<file path="src/rtl/gfn_pkg.sv">
// Shared definitions for the event-driven node: input roles, counts and
// the phase encoding used by the sequencer and the top level.
package gfn_pkg;
    localparam int N_IN     = 3;
    localparam int N_OUT    = 2;
    localparam int IDX_LOAD = 0;
    localparam int IDX_ADD  = 1;
    localparam int IDX_QRY  = 2;

    typedef enum logic [1:0] {
        PH_IDLE   = 2'd0,
        PH_DETECT = 2'd1,
        PH_EXEC   = 2'd2,
        PH_EMIT   = 2'd3
    } phase_t;
endpackage

</file>
<file path="src/rtl/gfn_evbuf.sv">
// Single-slot event buffer for one input.
// Does: holds a presence bit and, when HAS_DATA is set, the latest data word.
// Assumes: an incoming event wins over a clear on the same edge; an event
// onto a full slot that is not being cleared overwrites it and sets a
// sticky overrun flag.
module gfn_evbuf #(
    parameter int DW       = 8,
    parameter bit HAS_DATA = 1'b1
) (
    input  logic          clk,
    input  logic          rst_n,
    input  logic          ev_i,
    input  logic [DW-1:0] data_i,
    input  logic          clr_i,
    output logic          full_o,
    output logic [DW-1:0] data_o,
    output logic          ovr_o
);
    logic full_q;
    logic ovr_q;

    // Presence bit: set by an event, cleared by the consumer unless refilled.
    always_ff @(posedge clk) begin
        if (!rst_n) begin
            full_q <= 1'b0;
        end else if (ev_i) begin
            full_q <= 1'b1;
        end else if (clr_i) begin
            full_q <= 1'b0;
        end
    end

    // Overrun flag: sticky until reset once an event overwrites a held one.
    always_ff @(posedge clk) begin
        if (!rst_n) begin
            ovr_q <= 1'b0;
        end else if (ev_i && full_q && !clr_i) begin
            ovr_q <= 1'b1;
        end
    end

    generate
        if (HAS_DATA) begin : g_data
            logic [DW-1:0] data_q;
            // Data word: the latest event's value.
            always_ff @(posedge clk) begin
                if (!rst_n) begin
                    data_q <= '0;
                end else if (ev_i) begin
                    data_q <= data_i;
                end
            end
            assign data_o = data_q;
        end else begin : g_nodata
            logic unused_data;
            assign unused_data = ^data_i;
            assign data_o      = '0;
        end
    endgenerate

    assign full_o = full_q;
    assign ovr_o  = ovr_q;

    // a clear with no new event empties the slot
    a_r5_clear_empties: assert property (@(posedge clk) disable iff (!rst_n)
        (clr_i && !ev_i) |=> !full_o);
    // an event on the clear edge is kept
    a_r5_event_kept: assert property (@(posedge clk) disable iff (!rst_n)
        ev_i |=> full_o);
    // a full slot stays full until cleared
    a_r6_full_holds: assert property (@(posedge clk) disable iff (!rst_n)
        (full_o && !clr_i) |=> full_o);
    // overrun flag is sticky
    a_r7_ovr_sticky: assert property (@(posedge clk) disable iff (!rst_n)
        ovr_o |=> ovr_o);
    // flag rises only on an overwrite
    a_r7_ovr_cause: assert property (@(posedge clk) disable iff (!rst_n)
        (!ovr_o && !(ev_i && full_o && !clr_i)) |=> !ovr_o);
endmodule

</file>
<file path="src/rtl/gfn_seq.sv">
// Phase sequencer: idle -> detect -> exec -> emit -> idle.
// Does: leaves idle only when some input slot is full; every other phase
// lasts exactly one cycle so phases never overlap.
// Assumes: any_i is the OR of the slot presence bits.
module gfn_seq
    import gfn_pkg::*;
(
    input  logic   clk,
    input  logic   rst_n,
    input  logic   any_i,
    output phase_t phase_o
);
    phase_t ph_q;
    phase_t ph_d;

    // Next phase decision.
    always_comb begin
        ph_d = ph_q;
        case (ph_q)
            PH_IDLE:   if (any_i) ph_d = PH_DETECT;
            PH_DETECT: ph_d = PH_EXEC;
            PH_EXEC:   ph_d = PH_EMIT;
            PH_EMIT:   ph_d = PH_IDLE;
            default:   ph_d = PH_IDLE;
        endcase
    end

    // Phase register.
    always_ff @(posedge clk) begin
        if (!rst_n) begin
            ph_q <= PH_IDLE;
        end else begin
            ph_q <= ph_d;
        end
    end

    assign phase_o = ph_q;

    // fixed order, one cycle each
    a_r2_detect_to_exec: assert property (@(posedge clk) disable iff (!rst_n)
        (phase_o == PH_DETECT) |=> (phase_o == PH_EXEC));
    a_r2_exec_to_emit: assert property (@(posedge clk) disable iff (!rst_n)
        (phase_o == PH_EXEC) |=> (phase_o == PH_EMIT));
    a_r2_emit_to_idle: assert property (@(posedge clk) disable iff (!rst_n)
        (phase_o == PH_EMIT) |=> (phase_o == PH_IDLE));
    // idle waits for an event
    a_r2_idle_waits: assert property (@(posedge clk) disable iff (!rst_n)
        (phase_o == PH_IDLE && !any_i) |=> (phase_o == PH_IDLE));
endmodule

</file>
<file path="src/rtl/gfn_xfer.sv">
// Transition and output logic with the state register.
// Does: in the exec cycle computes the next state (load beats add) and the
// two output events from the snapshot, registering strobes for the emit cycle.
// Assumes: step_i is high for exactly one cycle per phase cycle, and the
// snapshot inputs are stable while it is high.
module gfn_xfer
    import gfn_pkg::*;
#(
    parameter int              DW         = 8,
    parameter logic [DW-1:0]   INIT_STATE = 8'h3C
) (
    input  logic                clk,
    input  logic                rst_n,
    input  logic                step_i,
    input  logic [N_IN-1:0]     snap_p_i,
    input  logic [DW-1:0]       load_d_i,
    input  logic [DW-1:0]       add_d_i,
    output logic [N_OUT-1:0]    out_vld_o,
    output logic [N_OUT*DW-1:0] out_data_o
);
    logic [DW-1:0]       st_q;
    logic [DW:0]         sum_w;
    logic [DW-1:0]       nxt_w;
    logic [N_OUT-1:0]    emit_w;
    logic [N_OUT-1:0]    vld_q;
    logic [N_OUT*DW-1:0] pay_q;

    // Memoryless transition: next state and output selection.
    always_comb begin
        sum_w = {1'b0, st_q} + {1'b0, add_d_i};
        if (snap_p_i[IDX_LOAD]) begin
            nxt_w = load_d_i;
        end else if (snap_p_i[IDX_ADD]) begin
            nxt_w = sum_w[DW-1:0];
        end else begin
            nxt_w = st_q;
        end
        emit_w[0] = snap_p_i[IDX_QRY];
        emit_w[1] = snap_p_i[IDX_ADD] && !snap_p_i[IDX_LOAD] && sum_w[DW];
    end

    // State register: updated only in the exec cycle.
    always_ff @(posedge clk) begin
        if (!rst_n) begin
            st_q <= INIT_STATE;
        end else if (step_i) begin
            st_q <= nxt_w;
        end
    end

    // Output strobes and data: loaded in exec, shown for the emit cycle only.
    always_ff @(posedge clk) begin
        if (!rst_n) begin
            vld_q <= '0;
            pay_q <= '0;
        end else if (step_i) begin
            vld_q           <= emit_w;
            pay_q[DW-1:0]   <= emit_w[0] ? nxt_w   : '0;
            pay_q[2*DW-1:DW] <= emit_w[1] ? add_d_i : '0;
        end else begin
            vld_q <= '0;
            pay_q <= '0;
        end
    end

    assign out_vld_o  = vld_q;
    assign out_data_o = pay_q;

    // state changes only on a transition step
    a_r8_state_hold: assert property (@(posedge clk) disable iff (!rst_n)
        !step_i |=> (st_q == $past(st_q)));
    // strobes last one cycle
    a_r3_single_cycle: assert property (@(posedge clk) disable iff (!rst_n)
        (|out_vld_o) |=> !(|out_vld_o));
    // no strobe unless the previous cycle was a step
    a_r3_after_step: assert property (@(posedge clk) disable iff (!rst_n)
        !step_i |=> !(|out_vld_o));

    genvar k;
    generate
        for (k = 0; k < N_OUT; k++) begin : g_zero
            // data slice is zero while its strobe is low
            a_r3_data_zero: assert property (@(posedge clk) disable iff (!rst_n)
                !out_vld_o[k] |-> (out_data_o[k*DW +: DW] == '0));
        end
    endgenerate
endmodule

</file>
<file path="src/rtl/gfn_node.sv">
// Top of the event-driven node.
// Does: one single-slot buffer per input, a four-phase sequencer, a snapshot
// register loaded in detect (which also empties the slots), and the
// transition/output logic stepped in exec.
// Assumes: input 2 is a pure event; its data field is ignored.
module gfn_node
    import gfn_pkg::*;
#(
    parameter int            DW         = 8,
    parameter logic [DW-1:0] INIT_STATE = 8'h3C
) (
    input  logic                clk,
    input  logic                rst_n,
    input  logic [N_IN-1:0]     in_ev,
    input  logic [N_IN*DW-1:0]  in_data,
    output logic [N_OUT-1:0]    out_vld,
    output logic [N_OUT*DW-1:0] out_data,
    output logic [N_IN-1:0]     ovr
);
    localparam logic [N_IN-1:0] HAS_DATA_MASK = N_IN'((1 << IDX_QRY) ^ ((1 << N_IN) - 1));

    phase_t          phase;
    logic [N_IN-1:0] full;
    logic [DW-1:0]   buf_data [N_IN];
    logic            clr;
    logic [N_IN-1:0] snap_p;
    logic [DW-1:0]   snap_load;
    logic [DW-1:0]   snap_add;
    logic            unused_qry_data;

    assign clr = (phase == PH_DETECT);

    genvar i;
    generate
        for (i = 0; i < N_IN; i++) begin : g_buf
            gfn_evbuf #(
                .DW       (DW),
                .HAS_DATA (HAS_DATA_MASK[i])
            ) u_buf (
                .clk    (clk),
                .rst_n  (rst_n),
                .ev_i   (in_ev[i]),
                .data_i (in_data[i*DW +: DW]),
                .clr_i  (clr),
                .full_o (full[i]),
                .data_o (buf_data[i]),
                .ovr_o  (ovr[i])
            );
        end
    endgenerate

    assign unused_qry_data = ^buf_data[IDX_QRY];

    gfn_seq u_seq (
        .clk     (clk),
        .rst_n   (rst_n),
        .any_i   (|full),
        .phase_o (phase)
    );

    // Snapshot register: captures every slot in the detect cycle.
    always_ff @(posedge clk) begin
        if (!rst_n) begin
            snap_p    <= '0;
            snap_load <= '0;
            snap_add  <= '0;
        end else if (clr) begin
            snap_p    <= full;
            snap_load <= buf_data[IDX_LOAD];
            snap_add  <= buf_data[IDX_ADD];
        end
    end

    gfn_xfer #(
        .DW         (DW),
        .INIT_STATE (INIT_STATE)
    ) u_xfer (
        .clk        (clk),
        .rst_n      (rst_n),
        .step_i     (phase == PH_EXEC),
        .snap_p_i   (snap_p),
        .load_d_i   (snap_load),
        .add_d_i    (snap_add),
        .out_vld_o  (out_vld),
        .out_data_o (out_data)
    );

    // strobes only in the emit phase
    a_r3_emit_only: assert property (@(posedge clk) disable iff (!rst_n)
        (|out_vld) |-> (phase == PH_EMIT));
    // the snapshot does not move outside detect
    a_r4_snap_frozen: assert property (@(posedge clk) disable iff (!rst_n)
        (phase != PH_DETECT) |=> (snap_p == $past(snap_p)));
    // a full slot in idle starts detect
    a_r2_idle_leaves: assert property (@(posedge clk) disable iff (!rst_n)
        (phase == PH_IDLE && |full) |=> (phase == PH_DETECT));
endmodule

</file>
<file path="config.mk">
export PLATFORM = sky130hd
export DESIGN_NAME = gfn_node
export DESIGN_NICKNAME = d
export VERILOG_FILES = /design/src/rtl/gfn_pkg.sv /design/src/rtl/gfn_evbuf.sv /design/src/rtl/gfn_seq.sv /design/src/rtl/gfn_xfer.sv /design/src/rtl/gfn_node.sv
export SDC_FILE = /design/constraint.sdc
export NUM_CORES = 1
export LEC_CHECK = 0
export BUFFER_PORTS_ARGS = -buffer_cell sky130_fd_sc_hd__buf_4
export CELL_PAD_IN_SITES_DETAIL_PLACEMENT = 1
export CELL_PAD_IN_SITES_GLOBAL_PLACEMENT = 2
export CORE_MARGIN = 2
export CORE_UTILIZATION = 38
export CTS_BUF_LIST = sky130_fd_sc_hd__clkbuf_16
export CTS_CLUSTER_DIAMETER = 150
export DETAILED_ROUTE_END_ITERATION = 6
export GPL_ROUTABILITY_DRIVEN = 0
export HOLD_SLACK_MARGIN = 0.03
export PLACE_DENSITY_LB_ADDON = 0.25
export SLEW_MARGIN = 20
export SYNTH_ARGS = -nofsm -noshare
export SYNTH_HDL_FRONTEND = slang
export SYNTH_SLANG_ARGS = --single-unit
</file>
<file path="constraint.sdc">
create_clock -name clk -period 3.6 [get_ports clk]
set_input_delay 0.72 -clock clk [delete_from_list [all_inputs] [get_ports clk]]
set_output_delay 0.72 -clock clk [all_outputs]
set_load 0.01 [all_outputs]
</file>
# ---- Word level (Yosys, flattened, before mapping)
# Index checks and enable logic that the tools add are counted.
dict set report totals {
  wordCells 47
  memories 0
  latch_bits 0
  reg_bits 69
  inputBits 29
  out_inout_bits 21
  ram_bits 0
  rom_bits 0
}
dict set report classes {
  n_bitwise 0
  magnitude_cmp 0
  n_reduce_logical 18
  eq_ne 4
  addsub 1
  n_div 0
  mux 8
  mul 0
  n_shift 0
}
# op n
set ops {}
lappend ops {{$mux 8} 2}
lappend ops {{$add 8x8->9} 1}
lappend ops {{$logic_and 1x1->1} 8}
lappend ops {{$pmux 2 s4} 1}
lappend ops {{$reduce_and 3->1} 2}
lappend ops {{$reduce_bool 2->1} 3}
lappend ops {{$eq 2x2->1 const B} 2}
lappend ops {{$mux 1} 4}
lappend ops {{$reduce_or 3->1} 1}
lappend ops {{$eq 2x1->1 const B} 1}
lappend ops {{$logic_not 1->1} 2}
lappend ops {{$logic_not 2->1} 1}
lappend ops {{$mux 2} 1}
lappend ops {{$ne 2x1->1 const B} 1}
lappend ops {{$reduce_and 2->1} 1}

# ---- Depth between registers and ports, before layout
# Gate-level depths: netlist of the first run.
dict set report logic_depth {
  ltp_word 4
  mapped_depth 8
  depth_no_buf 8
}

# ---- Hierarchy
# Synthesis of the first run repeated with hierarchy kept, for this count alone.
dict set report unflattened {
  hier_cells 322
  hier_area_um2 3136.8
}
# mod instances seq_area_each_um2 area_per_inst_um2 cells_each
set by_module_without_submodules {}
lappend by_module_without_submodules {gfn_xfer 1 520.5 1288.7 145}
lappend by_module_without_submodules {gfn_node 1 380.4 834.6 85}
lappend by_module_without_submodules {{gfn_evbuf (g_buf[0].u_buf ...)} 2 200.2 374.1 32}
lappend by_module_without_submodules {{gfn_evbuf (g_buf[2].u_buf)} 1 40.0 132.6 15}
lappend by_module_without_submodules {gfn_seq 1 40.0 132.6 13}

# ---- Worst setup path after synthesis of the first run
# OpenSTA, ideal clock, no wires.
dict set report synth_path {
  path_type {register to register}
  start {register snap_add[0]}
  end {register u_xfer.st_q[4]}
  arrival_ns 1.651
  path_buffers 0
  t_required_ns 3.456
  path_stages_with_launch 9
  synth_period_minus_slack_ns 1.794
  setup_time_ns 0.144
  slack_ns 1.806
  cell_sequence {dfxtp_1 ha_1 inv_1 fa_1 nor2b_4 o22ai_1 xnor2_1 a211oi_2 o311ai_1}
}
dict set report synth_between {
  elab_chain_cells 3
}
# element line_no
set synth_lines {}
lappend synth_lines {{from (decl)} gfn_node.sv:28} ;# logic [DW-1:0] snap_add;
lappend synth_lines {{from (signal assigned)} gfn_node.sv:70} ;# snap_add <= buf_data[IDX_ADD];
lappend synth_lines {{$add 8x8->9} gfn_xfer.sv:30} ;# sum_w = {1'b0, st_q} + {1'b0, add_d_i};
lappend synth_lines {{$mux 8} gfn_xfer.sv:33} ;# end else if (snap_p_i[IDX_ADD]) begin
lappend synth_lines {{$mux 8} gfn_xfer.sv:31} ;# if (snap_p_i[IDX_LOAD]) begin
lappend synth_lines {{to (signal assigned)} gfn_xfer.sv:47} ;# st_q <= nxt_w;
lappend synth_lines {{to (decl)} gfn_xfer.sv:21} ;# logic [DW-1:0] st_q;
# No other way between the ends.
# A chain may end at the register's enable or synchronous reset.

# ---- Worst setup path in the final report of the first run
dict set report layout_path {
  start {register snap_add[0]}
  end {register u_xfer.pay_q[8] (netlist: u_xfer.out_data_o[8])}
}
dict set report layout_between {
  elab_chain_cells 3
}
# element line_no
set layout_lines {}
lappend layout_lines {{$add 8x8->9} gfn_xfer.sv:30}
lappend layout_lines {{$logic_and 1x1->1} gfn_xfer.sv:39} ;# emit_w[1] = snap_p_i[IDX_ADD] && !snap_p_i[IDX_LOAD] && sum_w[DW];
lappend layout_lines {{$reduce_and 3->1 (no source line)} --}
lappend layout_lines {{to (signal, indexed assignment)} gfn_xfer.sv:58} ;# pay_q[DW-1:0] <= emit_w[0] ? nxt_w : '0;
lappend layout_lines {{to (signal, indexed assignment)} gfn_xfer.sv:59} ;# pay_q[2*DW-1:DW] <= emit_w[1] ? add_d_i : '0;
lappend layout_lines {{to (decl)} gfn_xfer.sv:26} ;# logic [N_OUT*DW-1:0] pay_q;
# Several ways; a longest one is shown, not always the timed one.

==> flow_summary.yaml, run 1 <==
setup_path:
  slowest_stage: "fa_1"
  crit_type: "flip-flop to flip-flop"
  critPathCaptureType: "flip-flop"
  cp_max_fo: 9
  arrival_ps: 2440
  path_cells: "ha_1 -> inv_1 -> fa_1 -> nor2b_4 -> o2111a_2 -> o31ai_2 -> a21oi_2 -> and2_1"
  worstPathRequired_ps: 3870
  start_kind: "flip-flop"
  crit_path_max_incr_delay_ps: 450
global_route:
  grt.overflow.total: 0
  antenna_found_initial: 0
  grt_pass1_vias: 2196
  grt_max_degree: 55
  grt_use_total: 0.1640
  grt_pass1_wl_um: 10820
power:
  internal_power_w: 0.001620
  ir_worst_vdd_mv: 0.2890
  power.switching_w: 0.0007015
  swShare: 0.3021
  power_w: 0.002322
  power.share.combinational: 0.234
  p_leak_nw: 1.523
  power_frac_clock: 0.377
  p_seq_frac: 0.389
  p_per_area_nw_per_um2: 640.1
clocking:
  cts_hold_buffers: 0
  cts_buffer_depth: 2
  h-tree-depth: 3
  clk_latency_ps: 330
  cts_resized: 0
  cts_sinks: 69
  root_buffer: "clkbuf_16"
  clk_pin_slew_worst_paths_ps: 60
  cts_buffers: 9
  cts_tree: "yes"
  post_cts_buffers: 0
yosys:
  syn_area_per_cell_um2: 10.16
  synthCells: 292
  synth_top_family_by_area: "simple AND/OR/NAND/NOR gates"
  synth_enable_flop_cells: 0
  syn_area_um2: 2968
  syn_nets: 334
  synth.area.mux_share: 0.1282
  synth_seq_area_share: 0.4654
  synthXorXnorAreaFrac: 0.008853
  async_reset_ff_frac: 0
  yosys_warnings: 0
  yosysTopAreaCell: "dfxtp_1"
  synth_compound_area_frac: 0.1151
  yosys.cell_types.count: 43
  synth.area.top_cells: "dfxtp_1, mux2i_1, nor2b_1"
  synthAdderAreaFrac: 0.05734
  synthFlopType: "dfxtp_1"
  synth_top_area_frac: 0.4654
  synth.ff_latch_count: 69
  yosys.area_share.simple: 0.1876
die:
  rows: 32
  io_pins: 50
  core_um2: 7647
  die_w_um: 92.38
  start_util: 0.3881
  die_h_um: 92.38
  die-area_um2: 8533
cells_and_area:
  n_fill_cell: 865
  multi_input_comb_area_um2: 1475
  nets: 371
  antennaDiodeCount: 0
  layout_commonest_cell: "dfxtp_1"
  layout_common_cells: "dfxtp_1, nor2b_1, buf_4"
  drive_gt1_frac: 0.1976
  syn_to_final_growth_pct: 22.22
  seqCellArea_um2: 1381
timing:
  fmax_mhz: 462.1
  rsz0062_at_grt: "false"
  tightest_slew_ps: 591.1
  fin_crit_ps: 2164
  fin_skew_ps: 6.546
  fin_setup_tns_ps: 0
  setup_viol: 0
  maxSlewViolCount: 0
  finalCritPeriodShare: 0.6011
  hold_viol_final: 0
  maxSlewHeadroom: 0.6054
detailed_routing:
  detail-route-antenna-nets: 0
  drc: 0
  routed_wl_um: 6451
  vias_per_cell: 4.952
  drt_iter0_drc: 55
  routedWlPerCell_um: 14.80
  first_pass_iters: 4
  vias: 2159
status:
  outcome: "finished, final reports clean"
place:
  port_buffers: 41
  dp_hpwl_um: 4511
hold_path:
  holdCritPathClass: "flip-flop to flip-flop"
job:
  maxCapViolCount: 0
metrics by stage:
stage	hold slack, ps	cells	instance area, µm²	worst slack (ps)	utilization
after floorplan	458.8	292	2968	1806	-
after detailed placement	479.7	420	3329	1433	0.4354
final	489.3	436	3627	1436	0.4743
after global placement	474.8	420	3329	1484	0.4354
after CTS	494.3	436	3627	1402	0.4743
after global routing	526.4	436	3627	1329	0.4743
layout make-up:
class | count | area share
timing repair buffer | 42 | 0.08693
multi-input combinational | 199 | 0.4067
inverter | 8 | 0.008279
sequential | 69 | 0.3808
tap | 102 | 0.03518
clock buffer | 9 | 0.06209
clock inverter | 7 | 0.02001
synth_stat cells, types with 2 or more instances:
master,count
dfxtp_1,69
o21ai_0,9
and3_1,3
buf_2,2
a31oi_1,2
buf_4,5
inv_1,8
nor2_1,13
o22ai_1,2
a21oi_2,2
xnor2_1,2
a211oi_2,2
clkbuf_1,9
nor3_1,5
nand3_1,2
a21oi_1,12
nand2_1,12
ha_1,12
and2_1,8
nor2b_1,45
o211ai_1,4
or3_1,3
o21a_1,4
mux2i_1,38
worst max-delay path: cells and delay by family, from the launching register on:
family / cells / cell delay [ps]
compound gates: 3 / 630
fa+ha+maj: 2 / 670
buf+inv: 1 / 70
flops: 1 / 400
simple gates: 2 / 350
sequential cells by signal, indices dropped and copies added (netlist names):
register            cells
u_seq.phase_o           2
snap_add                8
snap_p                  3
u_xfer.out_data_o      16
g_buf.u_buf.full_o      3
g_buf.u_buf.ovr_o       3
u_xfer.out_vld_o        2
u_xfer.st_q             8
snap_load               8
g_buf.u_buf.data_o     16
final timing paths:
check / start / end / slack [ps] / cells after the start
setup / recovery: snap_add[0]$_SDFFE_PN0P_ / u_xfer.out_data_o[8]$_SDFF_PN0_ / 1440 / 8
hold / removal: g_buf[2].u_buf.ovr_o$_SDFFE_PN0P_ / g_buf[2].u_buf.ovr_o$_SDFFE_PN0P_ / 490 / 2
setup reg to reg: snap_add[0]$_SDFFE_PN0P_ / u_xfer.out_data_o[8]$_SDFF_PN0_ / 1440 / 8
hold reg to reg: g_buf[2].u_buf.ovr_o$_SDFFE_PN0P_ / g_buf[2].u_buf.ovr_o$_SDFFE_PN0P_ / 490 / 2
cells by family (layout without fill, tap and decap cells):
logic type               count (synthesis)  in the layout
adder cells (fa/ha/maj)                 13             13
flip-flops                              69             69
XOR/XNOR                                 3              3
AO/OA/AOI/OAI                           48             48
multiplexers                            38             38
AND/OR/NAND/NOR                         97             97
buffers and inverters                   24             66
metal layers:
layer  GRT usage  wire length, µm  up-vias
met2      0.2670             3159       25
met4     0.05224               49        0
met5           0                0        -
met1      0.2084             3053     1047
li1            -                -     1081
met3     0.04963              187        6
power groups by stage:
stage	combinational, W	sequential (W)	clock, W
after floorplan	0.000454	0.000888	0
after global placement	0.000535	0.000920	0
after detailed placement	0.000549	0.000921	0
after CTS	0.000551	0.000905	0.000899
after global routing	0.000614	0.000916	0.000934
final	0.000544	0.000903	0.000875
Note: power is estimated with default switching activity, not from simulation.
==> run 2: changes to the inputs <==
--- a/config.mk
+++ b/config.mk
@@ -9,7 +9,7 @@
 export CELL_PAD_IN_SITES_DETAIL_PLACEMENT = 1
 export CELL_PAD_IN_SITES_GLOBAL_PLACEMENT = 2
 export CORE_MARGIN = 2
-export CORE_UTILIZATION = 38
+export CORE_UTILIZATION = 35
 export CTS_BUF_LIST = sky130_fd_sc_hd__clkbuf_16
 export CTS_CLUSTER_DIAMETER = 150
 export DETAILED_ROUTE_END_ITERATION = 6
==> constraint.sdc (replaced) <==
create_clock -name clk -period 2.1 [get_ports clk]
set_input_delay 0.42 -clock clk [delete_from_list [all_inputs] [get_ports clk]]
set_output_delay 0.42 -clock clk [all_outputs]
set_load 0.01 [all_outputs]
==> run 2 against run 1 <==
Against the previous run:
- register-to-register slack got worse by 1300 ps
- critical path depth up 1
- sequential share of layout area fell by 1.0 points
- clock-buffer cell count unchanged
- final cell count up 2.3%
- power is 83% higher
- first-iteration DRC count decreased by 45%
- sequential power rose by 69%
- sequential cell count is the same
- clock power increased by 98%
==> flow_summary.yaml, run 2 (same netlist as run 1, synthesis figures left out) <==
global_route:
  grt.overflow.total: 0
  grt_use_total: 0.1610
  grt_busiest_layer: "met2"
  antenna_found_initial: 0
  grt_pass1_wl_um: 11050
  use_met1: 0.1993
  grt_max_degree: 36
  grtUsageMet3: 0.04229
  grt_pass1_vias: 2235
  met2_usage: 0.2674
clocking:
  cts_buffers: 9
  clk_latency_ps: 330
  cts_sinks: 69
  root_buffer: "clkbuf_16"
  h-tree-depth: 3
  clk_pin_slew_worst_paths_ps: 60
  cts_buffer_depth: 2
  cts_hold_buffers: 0
  cts_tree: "yes"
detailed_routing:
  routedWlPerCell_um: 15.11
  vias: 2153
  routed_wl_um: 6737
  drc: 0
  detail-route-antenna-nets: 0
  vias_per_cell: 4.827
  drt_iter0_drc: 30
  first_pass_iters: 4
cells_and_area:
  seqCellArea_um2: 1381
  layout_common_cells: "dfxtp_1, buf_4, nor2b_1"
  syn_to_final_growth_pct: 25.51
  layout_commonest_cell: "dfxtp_1"
  n_fill_cell: 922
  fin_area_um2: 3725
  nets: 378
  multi_input_comb_area_um2: 1475
  drive_gt1_frac: 0.2111
  antennaDiodeCount: 0
  post-route-util: 0.4533
timing:
  fin_crit_ps: 1977
  maxSlewHeadroom: 0.7181
  rsz0062_at_grt: "false"
  fin_skew_ps: 4.188
  fmax_mhz: 505.7
  setup_viol: 0
  hold_viol_final: 0
  tightest_slew_ps: 422.4
  maxSlewViolCount: 0
  finalCritPeriodShare: 0.9416
  finalWorstSetupSlack_ps: 122.7
  fin_setup_tns_ps: 0
setup_path:
  critPathCaptureType: "flip-flop"
  endpoint: "u_xfer.out_data_o[10]$_SDFF_PN0_"
  timing.rr.end: "u_xfer.out_data_o[10]$_SDFF_PN0_"
  crit_path_max_incr_delay_ps: 430
  slowest_stage: "fa_1"
  worstPathRequired_ps: 2370
  critPathLaunch: "snap_add[0]$_SDFFE_PN0P_"
  path_cells: "ha_1 -> inv_1 -> fa_1 -> nor2b_4 -> o2111a_2 -> o31ai_2 -> a21oi_2 -> buf_4 -> and2_1"
  rr_startpoint: "snap_add[0]$_SDFFE_PN0P_"
  cp_max_fo: 9
  start_kind: "flip-flop"
  crit_type: "flip-flop to flip-flop"
  rrSetupSlack_ps: 120
  reg2regPathDepth: 9
  arrival_ps: 2250
die:
  die_w_um: 96.09
  rows: 33
  die-area_um2: 9232
  die_h_um: 96.09
  io_pins: 50
  start_util: 0.3612
  core_um2: 8217
place:
  placedInstanceArea_um2: 3378
  dp_hpwl_um: 4775
  port_buffers: 41
  dp_slack_ps: 5.170
power:
  power.share.combinational: 0.231
  power.switching_w: 0.001212
  p_per_area_nw_per_um2: 1138
  p_seq_frac: 0.362
  power_w: 0.004238
  internal_power_w: 0.003026
  p_leak_nw: 1.580
  ir_worst_vdd_mv: 0.4976
  power_frac_clock: 0.407
  swShare: 0.2860
job:
  maxCapViolCount: 0
status:
  outcome: "finished, final reports clean"
hold_path:
  holdCritPathClass: "input pin to flip-flop"
run 2: worst min-delay path by stage:
stage	from	end	cells past startpoint
final	in_ev[2]	g_buf[2].u_buf.full_o$_SDFFE_PN0P_	2
after floorplan	snap_add[2]$_SDFFE_PN0P_	u_xfer.out_data_o[10]$_SDFF_PN0_	1
after global placement	g_buf[2].u_buf.ovr_o$_SDFFE_PN0P_	g_buf[2].u_buf.ovr_o$_SDFFE_PN0P_	2
after detailed placement	g_buf[2].u_buf.ovr_o$_SDFFE_PN0P_	g_buf[2].u_buf.ovr_o$_SDFFE_PN0P_	2
after CTS	in_ev[2]	g_buf[2].u_buf.full_o$_SDFFE_PN0P_	2
after global routing	in_ev[2]	g_buf[2].u_buf.full_o$_SDFFE_PN0P_	2
run 2: power by group through the flow:
stage	combinational (W)	clock, W	sequential [W]
6_report	0.000979	0.00173	0.00153
3_5_place_dp	0.000980	0	0.00156
3_3_place_gp	0.000955	0	0.00156
5_1_grt	0.00111	0.00182	0.00155
2_1_floorplan	0.000779	0	0.00152
4_1_cts	0.000991	0.00176	0.00154
run 2: stage by stage:
| step | hold WS, ps | std cells |
|---|---|---|
| after CTS | 300.5 | 445 |
| after global placement | 473.1 | 429 |
| after detailed placement | 479.1 | 429 |
| final | 308.2 | 446 |
| after floorplan | 458.8 | 292 |
| after global routing | 316.1 | 446 |
run 2: cell type report:
cell class | count | area share
timing repair buffer | 49 | 0.09876
clock buffer | 9 | 0.06046
tap | 105 | 0.03527
inverter | 8 | 0.008062
sequential | 69 | 0.3708
multi-input combinational | 199 | 0.3960
clock inverter | 7 | 0.03057
run 2: per-layer routing:
| layer | vias up | wire length, µm |
|---|---|---|
| li1 | 1094 | - |
| met2 | 28 | 3236 |
| met4 | 0 | 115 |
| met5 | - | 0 |
| met1 | 1019 | 3169 |
| met3 | 12 | 216 |
run 2: what timing repair did:
| action | CTS | global route |
|---|---|---|
| endpoints found under the setup margin | 0 | 9 |
| endpoints found under the hold margin | 0 | 0 |
| buffers inserted | 0 | 1 |
| resized for setup | 0 | 0 |
run 2: worst max-delay path, delay by kind of cell (launching register included):
kind	cells	cell delay, ps
buf+inv	2	220
flops	1	380
compound gates	3	420
simple gates	2	280
fa+ha+maj	2	630
==> run 3: changes to the inputs <==
--- a/config.mk
+++ b/config.mk
@@ -5,7 +5,7 @@
 export SDC_FILE = /design/constraint.sdc
 export NUM_CORES = 1
 export LEC_CHECK = 0
-export BUFFER_PORTS_ARGS = -buffer_cell sky130_fd_sc_hd__buf_4
+export BUFFER_PORTS_ARGS = -buffer_cell sky130_fd_sc_hd__buf_2
 export CELL_PAD_IN_SITES_DETAIL_PLACEMENT = 1
 export CELL_PAD_IN_SITES_GLOBAL_PLACEMENT = 2
 export CORE_MARGIN = 2
==> run 3 against run 2 <==
Against the previous run:
- maximum frequency decreased by 0.52%
- die area unchanged
- worst setup slack worse by 10 ps
- final cell count decreased by 0.22%
- critical path type unchanged
- register-to-register slack is essentially flat
- sequential share of layout area is 1.1 points higher
- wire length decreased by 3.7%
- first-iteration DRC count increased by 27%
- clock-buffer cell count did not move
- sequential cell count is the same
==> flow_summary.yaml, run 3 (same netlist as run 1, synthesis figures left out) <==
global_route:
  grt_busiest_layer: "met2"
  grt_max_degree: 52
  grt.overflow.total: 0
  antenna_found_initial: 0
  grt_pass1_vias: 2257
  grtUsageMet3: 0.02819
  met2_usage: 0.2656
  grt_pass1_wl_um: 11180
  grt_use_total: 0.1601
  use_met1: 0.2025
die:
  io_pins: 50
  core_um2: 8217
  rows: 33
  die-area_um2: 9232
  start_util: 0.3612
  die_h_um: 96.09
  die_w_um: 96.09
power:
  power.share.combinational: 0.222
  p_per_area_nw_per_um2: 1160
  swShare: 0.2850
  internal_power_w: 0.003001
  ir_worst_vdd_mv: 0.4938
  power_frac_clock: 0.411
  p_leak_nw: 1.558
  power.switching_w: 0.001196
  p_seq_frac: 0.368
detailed_routing:
  routedWlPerCell_um: 14.58
  first_pass_iters: 4
  routed_wl_um: 6486
  drc: 0
  drt_iter0_drc: 38
  vias: 2189
  detail-route-antenna-nets: 0
  vias_per_cell: 4.919
timing:
  fmax_mhz: 503.1
  rsz0062_at_grt: "false"
  fin_setup_tns_ps: 0
  fin_crit_ps: 1988
  maxSlewViolCount: 0
  maxSlewHeadroom: 0.6404
  tightest_slew_ps: 538.6
  fin_skew_ps: 6.190
  hold_viol_final: 0
  finalCritPeriodShare: 0.9465
  setup_viol: 0
cells_and_area:
  layout_commonest_cell: "dfxtp_1"
  syn_to_final_growth_pct: 21.96
  drive_gt1_frac: 0.2147
  nets: 377
  n_fill_cell: 923
  layout_common_cells: "dfxtp_1, nor2b_1, buf_2"
  seqCellArea_um2: 1381
  antennaDiodeCount: 0
  multi_input_comb_area_um2: 1480
  final_cells: 445
clocking:
  cts_buffer_depth: 2
  clk_pin_slew_worst_paths_ps: 60
  cts_buffers: 9
  cts_tree: "yes"
  h-tree-depth: 3
  cts_sinks: 69
  clk_latency_ps: 330
  post_cts_buffers: 0
  root_buffer: "clkbuf_16"
place:
  dp_hpwl_um: 4681
  port_buffers: 41
  dpl.cell_count: 429
hold_path:
  holdCritPathClass: "input pin to flip-flop"
setup_path:
  crit_type: "flip-flop to flip-flop"
  worstPathRequired_ps: 2370
  start_kind: "flip-flop"
  critPathCaptureType: "flip-flop"
  cp_max_fo: 5
  arrival_ps: 2250
status:
  outcome: "finished, final reports clean"
job:
  maxCapViolCount: 0
==> run 3: worst paths after layout <==
kind | startpoint | to | slack [ps] | cells after the start
max | snap_add[0]$_SDFFE_PN0P_ | u_xfer.out_data_o[11]$_SDFF_PN0_ | 110 | 9
min | in_ev[2] | g_buf[2].u_buf.full_o$_SDFFE_PN0P_ | 320 | 2
max reg2reg | snap_add[0]$_SDFFE_PN0P_ | u_xfer.out_data_o[11]$_SDFF_PN0_ | 110 | 9
min reg2reg | g_buf[2].u_buf.ovr_o$_SDFFE_PN0P_ | g_buf[2].u_buf.ovr_o$_SDFFE_PN0P_ | 480 | 2
==> run 3: layout make-up <==
class                           instances  area share
Clock buffer                            9     0.06222
Clock inverter                          7     0.03146
Inverter                                8    0.008296
Multi-Input combinational cell        199      0.4089
Sequential cell                        69      0.3816
Tap cell                              105     0.03629
Timing Repair Buffer                   48     0.07121
==> run 3: what timing repair did <==
item                       in CTS  in global routing
hold buffers                    0                  0
gates resized for setup         1                  1
hold endpoints to repair        0                  0
setup endpoints to repair       2                  6
==> run 3: power by group through the flow <==
stage	clock network [W]	registers (W)	logic, W
after floorplan	0	0.00152	0.000779
after global routing	0.00182	0.00156	0.00106
final	0.00172	0.00154	0.000931
after detailed placement	0	0.00157	0.000939
after global placement	0	0.00157	0.000922
after CTS	0.00176	0.00155	0.000946
==> run 3: stage by stage <==
step           cell area (µm²)  hold WS (ps)  setup WS [ps]  total power [W]  utilization
3_5_place_dp              3276         475.8          43.55         0.002510       0.3987
5_1_grt                   3620         338.6          8.293         0.004450       0.4405
3_3_place_gp              3276         465.8          73.40         0.002492       0.3987
2_1_floorplan             2968         458.8          305.8         0.002302            -
4_1_cts                   3617         312.9          67.55         0.004252       0.4402
6_report                  3620         318.9          112.4         0.004198       0.4405
==> run 3: worst max-delay path, stage by stage, from the launching register on <==
cell and delay [ps]:
dfxtp_1 380, ha_2 220, inv_1 60, fa_2 370, nor2b_4 140, o2111a_2 220, o31ai_2 80, a21oi_2 180
buf_4 150, and2_1 130
==> run 3: metal layers <==
layer	up-vias	wire length [µm]
li1	1092	-
met1	1066	3014
met2	22	3217
met3	9	154
met4	0	99
met5	-	0
